==> config.mk <==
export PLATFORM = sky130hd
export DESIGN_NAME = tdm_timing_gen
export DESIGN_NICKNAME = d
export VERILOG_FILES = /design/src/rtl/tdm_timing_pkg.sv /design/src/rtl/tdm_timing_ctl.sv /design/src/rtl/tdm_timing_dp.sv /design/src/rtl/tdm_timing_gen.sv
export SDC_FILE = /design/constraint.sdc
export NUM_CORES = 1
export LEC_CHECK = 0
export BUFFER_PORTS_ARGS = -buffer_cell sky130_fd_sc_hd__buf_2
export CAP_MARGIN = 20
export CORE_MARGIN = 1.5
export CORE_UTILIZATION = 55
export CTS_CLUSTER_DIAMETER = 200
export CTS_CLUSTER_SIZE = 40
export DETAILED_ROUTE_END_ITERATION = 6
export PLACE_DENSITY = 0.8
export SLEW_MARGIN = 10
export SYNTH_ARGS = -nofsm -noshare
export SYNTH_HDL_FRONTEND = slang
export SYNTH_SLANG_ARGS = --single-unit
==> constraint.sdc <==
create_clock -name clk -period 2.2 [get_ports clk]
set_input_delay 0.44 -clock clk [delete_from_list [all_inputs] [get_ports clk]]
set_output_delay 0.44 -clock clk [all_outputs]
set_load 0.005 [all_outputs]
==> src/rtl/tdm_timing_pkg.sv <==
`timescale 1ns/1ps
package tdm_timing_pkg;
  // Strobes and levels passed from the control to the datapath.
  typedef struct packed {
    logic master;    // timing master role selected
    logic localX1;   // slave derives single-rate clock itself
    logic mX2;       // generated double-rate level
    logic mX1;       // generated single-rate level
    logic mFsN;      // generated frame sync level (active low)
    logic sX2;       // bus double-rate level, two samples deep
    logic sFsN;      // bus frame sync level, two samples deep
    logic x2Rise;    // bus double-rate edge seen at the first sample stage
    logic frameRise; // that edge coincides with frame sync low
  } tdm_strobe_t;
endpackage

==> src/rtl/tdm_timing_ctl.sv <==
`timescale 1ns/1ps
module tdm_timing_ctl
  import tdm_timing_pkg::*;
#(
  parameter int X2_DIV       = 4,
  parameter int X2_PER_FRAME = 512
) (
  input  logic        clk,
  input  logic        rstN,
  input  logic        masterMode,
  input  logic        localX1,
  input  logic        busX2In,
  input  logic        busFsyncNIn,
  output tdm_strobe_t stb
);
  localparam int DIV_W      = $clog2(X2_DIV);
  localparam int FRAME_CLKS = X2_DIV * X2_PER_FRAME;
  localparam int CNT_W      = $clog2(FRAME_CLKS);
  localparam logic [CNT_W-1:0] LAST_C = CNT_W'(FRAME_CLKS - 1);
  localparam logic [CNT_W-1:0] HALF_C = CNT_W'(X2_DIV / 2);
  localparam logic [CNT_W-1:0] TAIL_C = CNT_W'(FRAME_CLKS - X2_DIV / 2);

  logic [CNT_W-1:0] frameCnt;
  logic x2Q, x2QQ, fsQ, fsQQ;

  // Free-running frame counter; position 0 is the frame boundary.
  always_ff @(posedge clk or negedge rstN) begin
    if (!rstN)                 frameCnt <= '0;
    else if (frameCnt == LAST_C) frameCnt <= '0;
    else                       frameCnt <= frameCnt + 1'b1;
  end

  // Two sample stages on the bus timing inputs.
  always_ff @(posedge clk or negedge rstN) begin
    if (!rstN) begin
      x2Q  <= 1'b0;
      x2QQ <= 1'b0;
      fsQ  <= 1'b1;
      fsQQ <= 1'b1;
    end else begin
      x2Q  <= busX2In;
      x2QQ <= x2Q;
      fsQ  <= busFsyncNIn;
      fsQQ <= fsQ;
    end
  end

  always_comb begin
    stb.master    = masterMode;
    stb.localX1   = localX1;
    stb.mX2       = ~frameCnt[DIV_W-1];
    stb.mX1       = ~frameCnt[DIV_W];
    stb.mFsN      = ~((frameCnt < HALF_C) || (frameCnt >= TAIL_C));
    stb.sX2       = x2QQ;
    stb.sFsN      = fsQQ;
    stb.x2Rise    = x2Q & ~x2QQ;
    stb.frameRise = x2Q & ~x2QQ & ~fsQ;
  end
endmodule

==> src/rtl/tdm_timing_dp.sv <==
`timescale 1ns/1ps
module tdm_timing_dp
  import tdm_timing_pkg::*;
(
  input  logic        clk,
  input  logic        rstN,
  input  tdm_strobe_t stb,
  input  logic        busX1In,
  output logic        busX2Out,
  output logic        busX2NOut,
  output logic        busX2Oe,
  output logic        busX1Out,
  output logic        busX1Oe,
  output logic        busFsyncNOut,
  output logic        busFsOe,
  output logic        tmX2,
  output logic        tmX1,
  output logic        tmFsyncN,
  output logic        frameStart
);
  logic x1Q, x1QQ, derivedX1, prevTmX2;

  always_ff @(posedge clk or negedge rstN) begin
    if (!rstN) begin
      x1Q       <= 1'b0;
      x1QQ      <= 1'b0;
      derivedX1 <= 1'b0;
      prevTmX2  <= 1'b0;
    end else begin
      x1Q      <= busX1In;
      x1QQ     <= x1Q;
      prevTmX2 <= tmX2;
      // Divide the bus double-rate clock by two, re-phased at each frame.
      if (stb.x2Rise) derivedX1 <= stb.frameRise ? 1'b1 : ~derivedX1;
    end
  end

  always_comb begin
    busX2Out     = stb.mX2;
    busX2NOut    = ~stb.mX2;
    busX1Out     = stb.mX1;
    busFsyncNOut = stb.mFsN;
    busX2Oe      = stb.master;
    busX1Oe      = stb.master;
    busFsOe      = stb.master;
    tmX2         = stb.master ? stb.mX2  : stb.sX2;
    tmFsyncN     = stb.master ? stb.mFsN : stb.sFsN;
    if (stb.master)       tmX1 = stb.mX1;
    else if (stb.localX1) tmX1 = derivedX1;
    else                  tmX1 = x1QQ;
    frameStart   = tmX2 & ~prevTmX2 & ~tmFsyncN;
  end
endmodule

==> src/rtl/tdm_timing_gen.sv <==
`timescale 1ns/1ps
module tdm_timing_gen
  import tdm_timing_pkg::*;
#(
  parameter int X2_DIV       = 4,
  parameter int X2_PER_FRAME = 512
) (
  input  logic clk,
  input  logic rstN,
  input  logic masterMode,
  input  logic localX1,
  input  logic busX2In,
  input  logic busX1In,
  input  logic busFsyncNIn,
  output logic busX2Out,
  output logic busX2NOut,
  output logic busX2Oe,
  output logic busX1Out,
  output logic busX1Oe,
  output logic busFsyncNOut,
  output logic busFsOe,
  output logic tmX2,
  output logic tmX1,
  output logic tmFsyncN,
  output logic frameStart
);
  tdm_strobe_t stb;

  tdm_timing_ctl #(.X2_DIV(X2_DIV), .X2_PER_FRAME(X2_PER_FRAME)) i_ctl (
    .clk(clk), .rstN(rstN), .masterMode(masterMode), .localX1(localX1),
    .busX2In(busX2In), .busFsyncNIn(busFsyncNIn), .stb(stb)
  );

  tdm_timing_dp i_dp (
    .clk(clk), .rstN(rstN), .stb(stb), .busX1In(busX1In),
    .busX2Out(busX2Out), .busX2NOut(busX2NOut), .busX2Oe(busX2Oe),
    .busX1Out(busX1Out), .busX1Oe(busX1Oe), .busFsyncNOut(busFsyncNOut),
    .busFsOe(busFsOe), .tmX2(tmX2), .tmX1(tmX1), .tmFsyncN(tmFsyncN),
    .frameStart(frameStart)
  );
endmodule

* Word-level counts from Yosys, hierarchy flattened *
Index checks and enable logic that the tools add are counted.

cells by class
  $add $sub $neg = 1
  $lt $le $gt $ge = 2
  eq/ne operators = 1
  muxes and demuxes = 6
  bitwise gates (word level) = 12
  reduce and logical (&&, ||, !) cells = 1

operators with widths
  kind                                                                    count
  11-bit by 1-bit adder with 11-bit output (second input constant)        1
  11-bit == test (second input constant)                                  1
  11-bit >= comparator (second input constant)                            1
  11-bit by 2-bit < comparator with 1-bit output (second input constant)  1
  11-bit 2-to-1 mux                                                       1
  1-bit inverter                                                          8
  1-bit 2-to-1 mux                                                        5
  1-bit AND                                                               4
  1-bit logical OR                                                        1

word-level totals
  register bits = 19
  input port bits = 7
  output and inout port bits = 11

* Longest topological paths before layout *
  depth in word-level cells = 6
  depth in mapped cells = 6

* Modules after synthesis *
A second synthesis with hierarchy kept.

second synthesis, totals
  cell total of the unflattened synthesis = 85
  area total of the unflattened synthesis = 914.6 um^2

by module, submodules not included
  module          instances  cells an instance  area an instance (um^2)
  tdm_timing_ctl  1          63                 688.2
  tdm_timing_dp   1          22                 226.5

* Least setup slack after synthesis *
No wires, ideal clock.

  kind = register to output
  from = reg i_ctl.frameCnt[1]
  to = out tmFsyncN
  arrival = 1.248 ns
  required time = 1.760 ns
  path slack = 0.512 ns
  cell stages (with the launch flop) = 6
  cell sequence = dfrtp_1 ha_1 nor2_1 nor4_2 a31oi_1 a21o_1

on the way
  cells in the longest elaborated chain, start to end = 4

ends and longest elaborated chain
  item                                                                                    line                  RTL
  from (decl)                                                                             tdm_timing_ctl.sv:23  logic [CNT_W-1:0] frameCnt;
  from (signal assigned)                                                                  tdm_timing_ctl.sv:30  else frameCnt <= frameCnt + 1'b1;
  11-bit by 2-bit < comparator with 1-bit output or 11-bit >= comparator (tied branches)  tdm_timing_ctl.sv:53  stb.mFsN = ~((frameCnt < HALF_C) || (frameCnt >= TAIL_C));
  1-bit logical OR *                                                                      tdm_timing_ctl.sv:53
  1-bit inverter *                                                                        tdm_timing_ctl.sv:53
  net busFsyncNOut                                                                        tdm_timing_gen.sv:20  output logic busFsyncNOut,
  1-bit 2-to-1 mux *                                                                      tdm_timing_dp.sv:47   tmFsyncN = stb.master ? stb.mFsN : stb.sFsN;
  to (decl)                                                                               tdm_timing_gen.sv:24  output logic tmFsyncN,

Mark *: on every way through the listed nets, which the timed path passes. The rest lies on a longest branch.

* Worst setup path after layout *
  from = reg i_ctl.frameCnt[7]
  to = out frameStart

on the way
  cells in the longest elaborated chain, start to end = 6

ends and longest elaborated chain
  item                                                                                    line                  RTL
  11-bit by 2-bit < comparator with 1-bit output or 11-bit >= comparator (tied branches)  tdm_timing_ctl.sv:53
  1-bit logical OR *                                                                      tdm_timing_ctl.sv:53
  1-bit inverter *                                                                        tdm_timing_ctl.sv:53
  1-bit 2-to-1 mux *                                                                      tdm_timing_dp.sv:47
  1-bit inverter *                                                                        tdm_timing_dp.sv:51   frameStart = tmX2 & ~prevTmX2 & ~tmFsyncN;
  1-bit AND *                                                                             tdm_timing_dp.sv:51
  to (decl)                                                                               tdm_timing_gen.sv:25  output logic frameStart

Every way passes the cells marked *; elsewhere a longest branch is shown, timed or not.

==> metrics <==
status finished, final reports clean; Reg2Reg Setup Slack 0.56 ns; number of flops mapped to enable cells by yosys 0; Clock Path Buffers 2; Die ar. 0.001804 mm2; Flop pwr share 64.0%; Final Non-Filler Cells 117; layout cells sized above 1 39.60%; register area 485.5 um2; P&R area growth vs syn 20.44%; internal power 0.0004454 W; PD cells 551.7 mW/mm2; IO Count 18; Syn Area/Cell 10.85 um2; initial core utilization 57.56%; Mapped Nets 88; Hold Path Class input pin to asynchronous set/reset pin; reg2reg path depth 5; placed cell count 107; Slew Limit Fails 0; Max Clock Freq 0.4646 GHz; kind of critical path flop to primary output; Final Net Count 111; Port Buffers 17; Final ANT Viol Nets 0; post-synth cell types 25; RR Startpoint i_ctl.frameCnt[1]; Clock power frac 30.2%; peak supply drop 0.3629 mV; Root Driver clkbuf_4; pin count of the biggest net entering global routing 20; Final GP Congestion 0.7956; Multi-input gate area 347.8 um2; antenna violations before repair 0; CP Data Arrival Time 1.71 ns; Post-Syn Area 857.1 um2; clk slew on worst S/H paths 0.10 ns; Avg WL per Cell 14.21 um; Max FO, Critical Path 4; total track usage 19.60%; ys flop type dfrtp_1; drt total wl 1663 um; vias in the first global route 606; Initial DRC Count 24; Post-route DRC 0; Via-to-Cell Ratio 5.675; asr flop ratio synth 100.0%; cells after synthesis 79; Worst Tran Pin Value 0.4032 ns; fin crit share 97.84%; fin crit period 2.153 ns; sw power 0.0001241 W; via count 664; Post-CTS Hold Buffers 0; worst reg2reg endpoint i_ctl.frameCnt[9]; setup violators final 0; Worst EP required 1.76 ns; Clock Sinks 19; Hold WS 0.05413 ns; Pleak 0.5215 nW; Rows 14; drt pass-1 iters 4; Startpoint Class flop; Fin. Hold Viols 0; Layout fillers 104; Setup TNS Final 0 ns; Yosys reg bits 19; Comb power frac 5.9%; Core Area 0.001489 mm2; sequential fraction of the synthesis area 55.77%; global-route wire length before repair 2594 um; Clock Latency Late Sink 0.29 ns; Max Cap Viol 0; CTS tree built; H-tree Lvls 1; n_diodes 0; clk_skew 0.0009304 ns; Yosys warnings 0; Slew HR 73.12%; HPWL after DPL 1129 um; Die Ht 42.48 um; total grt overflow 0; Inserted Clock Buffers 3; Die Wd 42.48 um; switch share 21.80%; CP endpoint kind primary output
[how the worst max path moves through the flow]
stage | start | end | slack (ns) | cells after the start
finish | i_ctl.frameCnt[7] | frameStart | 0.05 | 5
global route | i_ctl.frameCnt[5] | frameStart | -0.03 | 5
CTS | i_ctl.frameCnt[5] | frameStart | 0.03 | 5
detailed placement | i_ctl.frameCnt[1] | frameStart | 0.32 | 6
global placement | i_ctl.frameCnt[5] | frameStart | 0.45 | 5
floorplan | i_ctl.frameCnt[1] | tmFsyncN | 0.51 | 5
[timing repair]
item                       in CTS  in global routing
gates resized for setup         1                  9
setup endpoints to repair       1                  2
gates cloned                    0                  0
pin swaps                       0                  1
setup buffers                   0                  6
[power groups by stage]
stage                     combinational, W  sequential [W]  clock [W]
after detailed placement         0.0000343        0.000371          0
after CTS                        0.0000343        0.000364   0.000175
after global placement           0.0000332        0.000370          0
after global routing             0.0000379        0.000365   0.000191
final                            0.0000335        0.000364   0.000172
after floorplan                  0.0000166        0.000369          0
[final cells by class]
type                    count  share of cell area (%)
clock buffers               4                   2.545
flip-flops and latches     19                   47.03
inverters                   6                   2.182
multi-input cells          49                   33.70
well taps                  16                   1.939
repair buffers             23                   12.61
[metrics by stage]
stage | instance area, um2 | util (%) | worst slack [ns] | power [W]
after floorplan | 857.1 | - | 0.5123 | 0.0003860
after global placement | 929.6 | 62.44 | 0.4476 | 0.0004034
after detailed placement | 929.6 | 62.44 | 0.3183 | 0.0004051
after CTS | 957.2 | 64.29 | 0.03025 | 0.0005739
after global routing | 1032 | 69.33 | -0.03359 | 0.0005942
final | 1032 | 69.33 | 0.04745 | 0.0005695
[routing by layer]
layer	wire, um	global-route usage (%)	vias up
met3	97	2.586	9
met4	57	11.25	0
met1	677	25.14	320
li1	-	-	303
met5	0	0	-
met2	830	31.69	32
[cells in the mapped netlist (all sizes together) (3+ instances only)]
master / count / share of area [%]
nor4: 3 / 2.9
inv: 6 / 2.6
nand3: 3 / 1.8
xnor2: 4 / 4.1
dfrtp: 17 / 50
buf: 5 / 3.8
nor3: 3 / 1.8
nor2: 11 / 4.8
xor2: 5 / 5.1
nand4: 3 / 2.9
[cells in the final DEF, fill, tap and decap left out]
master and instances:
nor2_1 10, and2_1 2, buf_4 6, nor4_4 1, inv_1 6, xnor2_1 4
nand2_1 2, a31oi_1 1, a21oi_1 2, a211oi_2 1, clkbuf_4 3, nor4_2 1
dfrtp_2 6, dfstp_2 2, mux2i_1 1, dfrtp_1 11, clkbuf_1 1, nor4_1 1
nand3_1 3, a211oi_1 1, nor2_2 1, a31oi_2 1, buf_2 17, nor2b_1 2
xor2_1 5, nor3_1 3, a21o_1 1, ha_1 2, nand2b_1 1, nand4_1 2
nand4_2 1
[sequential cells by signal (all words and copies together), names as in the netlist]
| name | count |
|---|---|
| i_ctl.frameCnt | 11 |
| i_ctl.fsQ | 1 |
| i_ctl.fsQQ | 1 |
| i_ctl.x2Q | 1 |
| i_ctl.x2QQ | 1 |
| i_dp.derivedX1 | 1 |
| i_dp.prevTmX2 | 1 |
| i_dp.x1Q | 1 |
| i_dp.x1QQ | 1 |
[critical path: stages, from the launching register on]
cell	delay (ns)
dfrtp_1	0.44
nand4_2	0.19
nor4_4	0.31
a31oi_2	0.09
a211oi_2	0.24
buf_2	0.14
[logic make-up after synthesis]
| family | count (synthesis) | share of synthesized area (%) |
|---|---|---|
| adder cells (fa/ha/maj) | 2 | 2.919 |
| AO/OA/AOI/OAI | 7 | 5.840 |
| multiplexers | 1 | 1.168 |
| buffers and inverters | 11 | 6.423 |
| XOR/XNOR | 9 | 9.196 |
| flip-flops | 19 | 55.77 |
| AND/OR/NAND/NOR | 30 | 18.68 |
Note: power is estimated with default switching activity, not from simulation.
